--- src/rtl/eirq_pkg.sv ---
package eirq_pkg;
  localparam int unsigned REG_FLAG = 0;
  localparam int unsigned REG_MODE = 1;
  localparam int unsigned REG_POL  = 2;
  localparam int unsigned REG_WAKE = 3;
  localparam int unsigned REG_SEL0 = 4;
  localparam int unsigned SYNC_STAGES = 2;
endpackage

--- src/rtl/eirq_sync.sv ---
module eirq_sync #(
  parameter int W      = 4,
  parameter int STAGES = 2
) (
  input  logic         clk_i,
  input  logic         rst_i,
  input  logic [W-1:0] d_i,
  output logic [W-1:0] q_o
);
  logic [W-1:0] stg [STAGES];

  always_ff @(posedge clk_i) begin
    if (rst_i) begin
      for (int s = 0; s < STAGES; s++) stg[s] <= '0;
    end else begin
      stg[0] <= d_i;
      for (int s = 1; s < STAGES; s++) stg[s] <= stg[s-1];
    end
  end

  assign q_o = stg[STAGES-1];
endmodule

--- src/rtl/eirq_combine.sv ---
module eirq_combine #(
  parameter int NPIN = 4
) (
  input  logic [NPIN-1:0] pins_i,
  input  logic [NPIN-1:0] sel_i,
  input  logic            edge_i,
  input  logic            high_i,
  output logic            chan_o
);
  logic and_v, or_v, pick, found;

  always_comb begin
    and_v = &(pins_i | ~sel_i);
    or_v  = |(pins_i & sel_i);
    pick  = ~high_i;
    found = 1'b0;
    for (int i = 0; i < NPIN; i++) begin
      if (sel_i[i] && !found) begin
        pick  = pins_i[i];
        found = 1'b1;
      end
    end
    if (edge_i)      chan_o = pick;
    else if (high_i) chan_o = or_v;
    else             chan_o = and_v;
  end
endmodule

--- src/rtl/eirq_chan.sv ---
module eirq_chan (
  input  logic clk_i,
  input  logic rst_i,
  input  logic chan_i,
  input  logic edge_i,
  input  logic high_i,
  input  logic clr_i,
  output logic flag_o,
  output logic flag_next_o,
  output logic active_o
);
  logic prev_q, flag_q, hit;

  assign active_o = (chan_i == high_i);

  always_comb begin
    if (edge_i) hit = active_o && (chan_i != prev_q);
    else        hit = active_o;
    flag_next_o = hit | (flag_q & ~clr_i);
  end

  always_ff @(posedge clk_i) begin
    if (rst_i) begin
      prev_q <= 1'b0;
      flag_q <= 1'b0;
    end else begin
      prev_q <= chan_i;
      flag_q <= flag_next_o;
    end
  end

  assign flag_o = flag_q;
endmodule

--- src/rtl/eirq_unit.sv ---
module eirq_unit
  import eirq_pkg::*;
#(
  parameter  int NCH  = 4,
  parameter  int NPIN = 6,
  parameter  int DW   = 32,
  localparam int AW   = $clog2(REG_SEL0 + NCH)
) (
  input  logic            clk_i,
  input  logic            rst_i,
  input  logic [NPIN-1:0] pin_i,
  input  logic            wr_en_i,
  input  logic [AW-1:0]   addr_i,
  input  logic [DW-1:0]   wdata_i,
  output logic [DW-1:0]   rdata_o,
  output logic [NCH-1:0]  irq_o,
  output logic            wake_req_o,
  output logic            pd_block_o
);
  logic [NPIN-1:0] pin_s;
  logic [NCH-1:0]  mode_q, pol_q, wake_q;
  logic [NCH-1:0]  flag_q, flag_d, act_w, clr_w;
  logic [NPIN-1:0] sel_q [NCH];
  logic            wake_q_pulse;
  logic            wr_flag;

  eirq_sync #(.W(NPIN), .STAGES(SYNC_STAGES)) u_sync (
    .clk_i (clk_i),
    .rst_i (rst_i),
    .d_i   (pin_i),
    .q_o   (pin_s)
  );

  assign wr_flag = wr_en_i && (addr_i == AW'(REG_FLAG));
  assign clr_w   = wr_flag ? wdata_i[NCH-1:0] : '0;

  always_ff @(posedge clk_i) begin
    if (rst_i) begin
      mode_q <= '0;
      pol_q  <= '0;
      wake_q <= '0;
      for (int c = 0; c < NCH; c++) sel_q[c] <= '0;
    end else if (wr_en_i) begin
      if (addr_i == AW'(REG_MODE)) mode_q <= wdata_i[NCH-1:0];
      if (addr_i == AW'(REG_POL))  pol_q  <= wdata_i[NCH-1:0];
      if (addr_i == AW'(REG_WAKE)) wake_q <= wdata_i[NCH-1:0];
      for (int c = 0; c < NCH; c++)
        if (addr_i == AW'(REG_SEL0 + c)) sel_q[c] <= wdata_i[NPIN-1:0];
    end
  end

  for (genvar c = 0; c < NCH; c++) begin : g_ch
    logic chan_w;
    eirq_combine #(.NPIN(NPIN)) u_comb (
      .pins_i (pin_s),
      .sel_i  (sel_q[c]),
      .edge_i (mode_q[c]),
      .high_i (pol_q[c]),
      .chan_o (chan_w)
    );
    eirq_chan u_chan (
      .clk_i       (clk_i),
      .rst_i       (rst_i),
      .chan_i      (chan_w),
      .edge_i      (mode_q[c]),
      .high_i      (pol_q[c]),
      .clr_i       (clr_w[c]),
      .flag_o      (flag_q[c]),
      .flag_next_o (flag_d[c]),
      .active_o    (act_w[c])
    );
  end

  always_ff @(posedge clk_i) begin
    if (rst_i) wake_q_pulse <= 1'b0;
    else       wake_q_pulse <= |(flag_d & ~flag_q & wake_q);
  end

  always_ff @(posedge clk_i) begin
    if (rst_i) begin
      rdata_o <= '0;
    end else begin
      rdata_o <= '0;
      if (addr_i == AW'(REG_FLAG)) rdata_o[NCH-1:0] <= flag_q;
      if (addr_i == AW'(REG_MODE)) rdata_o[NCH-1:0] <= mode_q;
      if (addr_i == AW'(REG_POL))  rdata_o[NCH-1:0] <= pol_q;
      if (addr_i == AW'(REG_WAKE)) rdata_o[NCH-1:0] <= wake_q;
      for (int c = 0; c < NCH; c++)
        if (addr_i == AW'(REG_SEL0 + c)) rdata_o[NPIN-1:0] <= sel_q[c];
    end
  end

  assign irq_o      = flag_q;
  assign wake_req_o = wake_q_pulse;
  assign pd_block_o = |(flag_q & wake_q);
endmodule

--- config.mk ---
export PLATFORM = sky130hd
export DESIGN_NAME = eirq_unit
export DESIGN_NICKNAME = d
export VERILOG_FILES = /design/src/rtl/eirq_pkg.sv /design/src/rtl/eirq_sync.sv /design/src/rtl/eirq_combine.sv /design/src/rtl/eirq_chan.sv /design/src/rtl/eirq_unit.sv
export SDC_FILE = /design/constraint.sdc
export NUM_CORES = 1
export LEC_CHECK = 0
export BUFFER_PORTS_ARGS = -buffer_cell sky130_fd_sc_hd__buf_2
export CELL_PAD_IN_SITES_DETAIL_PLACEMENT = 0
export CELL_PAD_IN_SITES_GLOBAL_PLACEMENT = 2
export CORE_MARGIN = 2
export CORE_UTILIZATION = 35
export CTS_BUF_LIST = sky130_fd_sc_hd__clkbuf_8
export CTS_CLUSTER_DIAMETER = 40
export CTS_CLUSTER_SIZE = 28
export DETAILED_ROUTE_END_ITERATION = 6
export PLACE_DENSITY_LB_ADDON = 0.15
export REMOVE_ABC_BUFFERS = 1
export SYNTH_ARGS = -nofsm -noshare
export SYNTH_HDL_FRONTEND = slang
export SYNTH_HIERARCHICAL = 1
export SYNTH_SLANG_ARGS = --single-unit
--- constraint.sdc ---
create_clock -name clk_i -period 2.5 [get_ports clk_i]
set_input_delay 0.25 -clock clk_i [delete_from_list [all_inputs] [get_ports clk_i]]
set_output_delay 0.25 -clock clk_i [all_outputs]
set_load 0.005 [all_outputs]
==> run_results.csv <==
group,metric,value,unit
worst_setup_path,path_class,"reg -> reg",
cts,clock-sinks,63,
timing,fin_tns_setup,0,ns
routing,ant_nets,0,
placed_design,port_buffers,29,
timing,hold_viol_final,0,
cts,cts_buffers,9,
floorplanning,io_pins,82,
timing,drv_slew,0,
hold_path,hold_path_class,"in -> reg",
logic_synthesis,netlist_area,3770,um2
worst_setup_path,cp_data_required_time,2.71,ns
global_route,grt_max_degree,29,
global_route,grtUsageTotal,17.5,%
worst_setup_path,crit_slowest_cell,"dfxtp_1",
power_and_ir_drop,p_sw,0.655,mW
cells_and_area,antenna_cells,0,
power_and_ir_drop,seqPwrFrac,47.9,%
worst_setup_path,crit_path_max_incr_delay,0.59,ns
worst_setup_path,r2r-start,"u_sync/stg[0][7]",
worst_setup_path,cp_num_cells,11,
logic_synthesis,synth_area_per_cell,9.67,um2
routing,wl_per_cell,16.8,um
power_and_ir_drop,p_int,1.84,mW
cts,clk_pin_slew_worst_paths,0.08,ns
timing,fin_crit_sh,90.7,%
floorplanning,core,10400,um2
cells_and_area,layout.cells.non_filler,565,
routing,routed_via_density,5.01,
worst_setup_path,critPathBufInv,0,
worst_setup_path,critPathTopFamily,"compound AO/OA/AOI/OAI gates",
worst_setup_path,worst_setup_path_start_kind,"register",
cts,cts_setup_buffers,0,
routing,drt_pass1_iterations,4,
outcome,outcome,"finished clean",
power_and_ir_drop,vdd.ir_drop.worst,0.000259,V
cells_and_area,drive_gt1_share,22.6,%
cells_and_area,final_nets,468,
cts,clock-root-buffer,"clkbuf_8",
worst_setup_path,critPathMaxFanout,6,
placed_design,place_hpwl,7130,um
run,maxCapViolCount,0,
cts,cts_hold_buf,0,
routing,wirelength,9500,um
cts,cts_max_level,3,
floorplanning,die_area,11600,um2
global_route,grt_pass1_wl,15300,um
power_and_ir_drop,p_per_area,599,nW/um2
routing,drc,0,
timing,skew,0.00827,ns
power_and_ir_drop,combPwrFrac,12.3,%
routing,drt-initial-drc-count,151,
timing,period_needed,2.27,ns
cts,ctsResizeCount,0,
worst_setup_path,cp-endpoint,"wake_req_o",
floorplanning,die_x,108,um
timing,setup_violations,0,
worst_setup_path,crit_start,"u_sync/stg[0][7]",
floorplanning,initial_core_util,36.4,%
global_route,overflow,0,
cells_and_area,area_growth,10.6,%
power_and_ir_drop,switching_share,26.3,%
timing,grt_setup_unrepaired,"no",
cts,cts_tree,"yes",
timing,max_slew_margin,59.1,%
worst_setup_path,path_cells,"nor2b_4 > a2111oi_4 > o21ai_1 > o22ai_1 > nor2_1 > o21ai_1 > nand3_1 > nand2_1 > nor2_1 > a31oi_1 > a31oi_1",
global_route,antenna_found_initial,0,
cells_and_area,fin_area,4170,um2
routing,dr_total_vias,2829,
global_route,grt_pass1_vias,2777,
timing,timing.fmax,441,MHz
power_and_ir_drop,p_leak,1.62,nW
worst_setup_path,crit_path_end_kind,"register",
logic_synthesis,yosysWarnings,6,
power_and_ir_drop,share_clk_of_total_power,39.8,%
logic_synthesis,synth_cells,390,
placed_design,place.gp.congestion,0.815,
cts,clkLatencyLatePin,0.34,ns
timing,timing.hold.ws,0.111,ns
timing,worstMarginPinSlew,0.612,ns
floorplanning,die_y,108,um
cells_and_area,num-fill-cells,1049,
cts,clockBufferDepth,2,
floorplanning,rows,37,
worst_setup_path,worstPathArrival,2.48,ns
worst_setup_path,r2r-end,"wake_req_o",
worst_setup_path,r2r_slack,0.23,ns
placed_design,placed_area,3950,um2
worst_setup_path,ff2ff_path_depth,11,
placed_design,dp.cells,549,
stage by stage:
stage	worst slack (ns)	utilization, %	power (mW)
floorplan	0.636	-	1.38
global placement	0.298	38.1	1.52
detailed placement	0.290	38.1	1.52
CTS	0.259	40.2	2.53
global route	0.0636	40.2	2.63
finish	0.233	40.2	2.49
worst register-to-register path, cell delays in order (launching register included):
cell,delay [ns]
dfxtp_1,0.59
nor2b_4,0.09
a2111oi_4,0.33
o21ai_1,0.10
o22ai_1,0.37
nor2_1,0.08
o21ai_1,0.12
nand3_1,0.10
nand2_1,0.07
nor2_1,0.04
a31oi_1,0.14
a31oi_1,0.10
per-layer routing:
metal  up-vias  track usage [%]  wire length, um  part of all wire (%)
li1       1398                -                -                     -
met1      1328             23.3             4560                    48
met2        91             26.9             4200                    44
met3        12             5.45              585                   6.2
met4         0             6.04              153                   1.6
met5         -                0                0                     0
worst min-delay path by stage:
stage | from | endpoint | slack (ns) | cells after the start
6_report | pin_i[1] | u_sync/stg[0][1] | 0.11 | 2
3_5_place_dp | u_sync/stg[0][0] | u_sync/stg[0][6] | 0.42 | 1
3_3_place_gp | u_sync/stg[0][1] | u_sync/stg[0][7] | 0.42 | 1
4_1_cts | pin_i[1] | u_sync/stg[0][1] | 0.09 | 2
2_1_floorplan | rst_i | u_sync/stg[0][0] | 0.31 | 1
5_1_grt | pin_i[4] | u_sync/stg[0][4] | 0.09 | 2
state kept, by name (all words and copies together) (netlist names):
signal	count
u_sync/stg	12
pol_q	4
wake_req_o	1
wake_q	4
sel_q	24
mode_q	4
g_ch.u_chan/prev_q	4
rdata_o	6
g_ch.u_chan/flag_o	4
power by group through the flow:
| stage | Clock (mW) | Sequential (mW) | Combinational [mW] |
|---|---|---|---|
| after floorplan | 0 | 1.20 | 0.188 |
| after global placement | 0 | 1.22 | 0.305 |
| after detailed placement | 0 | 1.22 | 0.305 |
| after CTS | 1.02 | 1.19 | 0.307 |
| after global routing | 1.08 | 1.20 | 0.341 |
| final | 0.994 | 1.19 | 0.306 |
final cells by class:
class                           count  area [um2]  share of cell area [%]
Timing Repair Buffer               40         228                    5.46
Tap cell                          136         170                    4.08
Multi-Input combinational cell    285        1950                    46.9
Clock buffer                       10         138                    3.30
Inverter                           25        93.8                    2.25
Clock inverter                      6        83.8                    2.01
Sequential cell                    63        1500                    36.0
cells in the final DEF, fill, tap and decap left out, drive strengths merged, types with 6 or more instances in the layout:
| cell | n |
|---|---|
| o22ai | 13 |
| inv | 25 |
| edfxtp | 24 |
| mux2i | 15 |
| nor2 | 38 |
| a22oi | 9 |
| nand3 | 12 |
| and2 | 28 |
| a211oi | 6 |
| nand2b | 10 |
| clkbuf | 10 |
| a31oi | 7 |
| dfxtp | 39 |
| buf | 40 |
| nand2 | 21 |
| a21oi | 11 |
| nor2b | 21 |
| o21ai | 22 |
| conb | 26 |
Note: power is estimated with default switching activity, not from simulation.
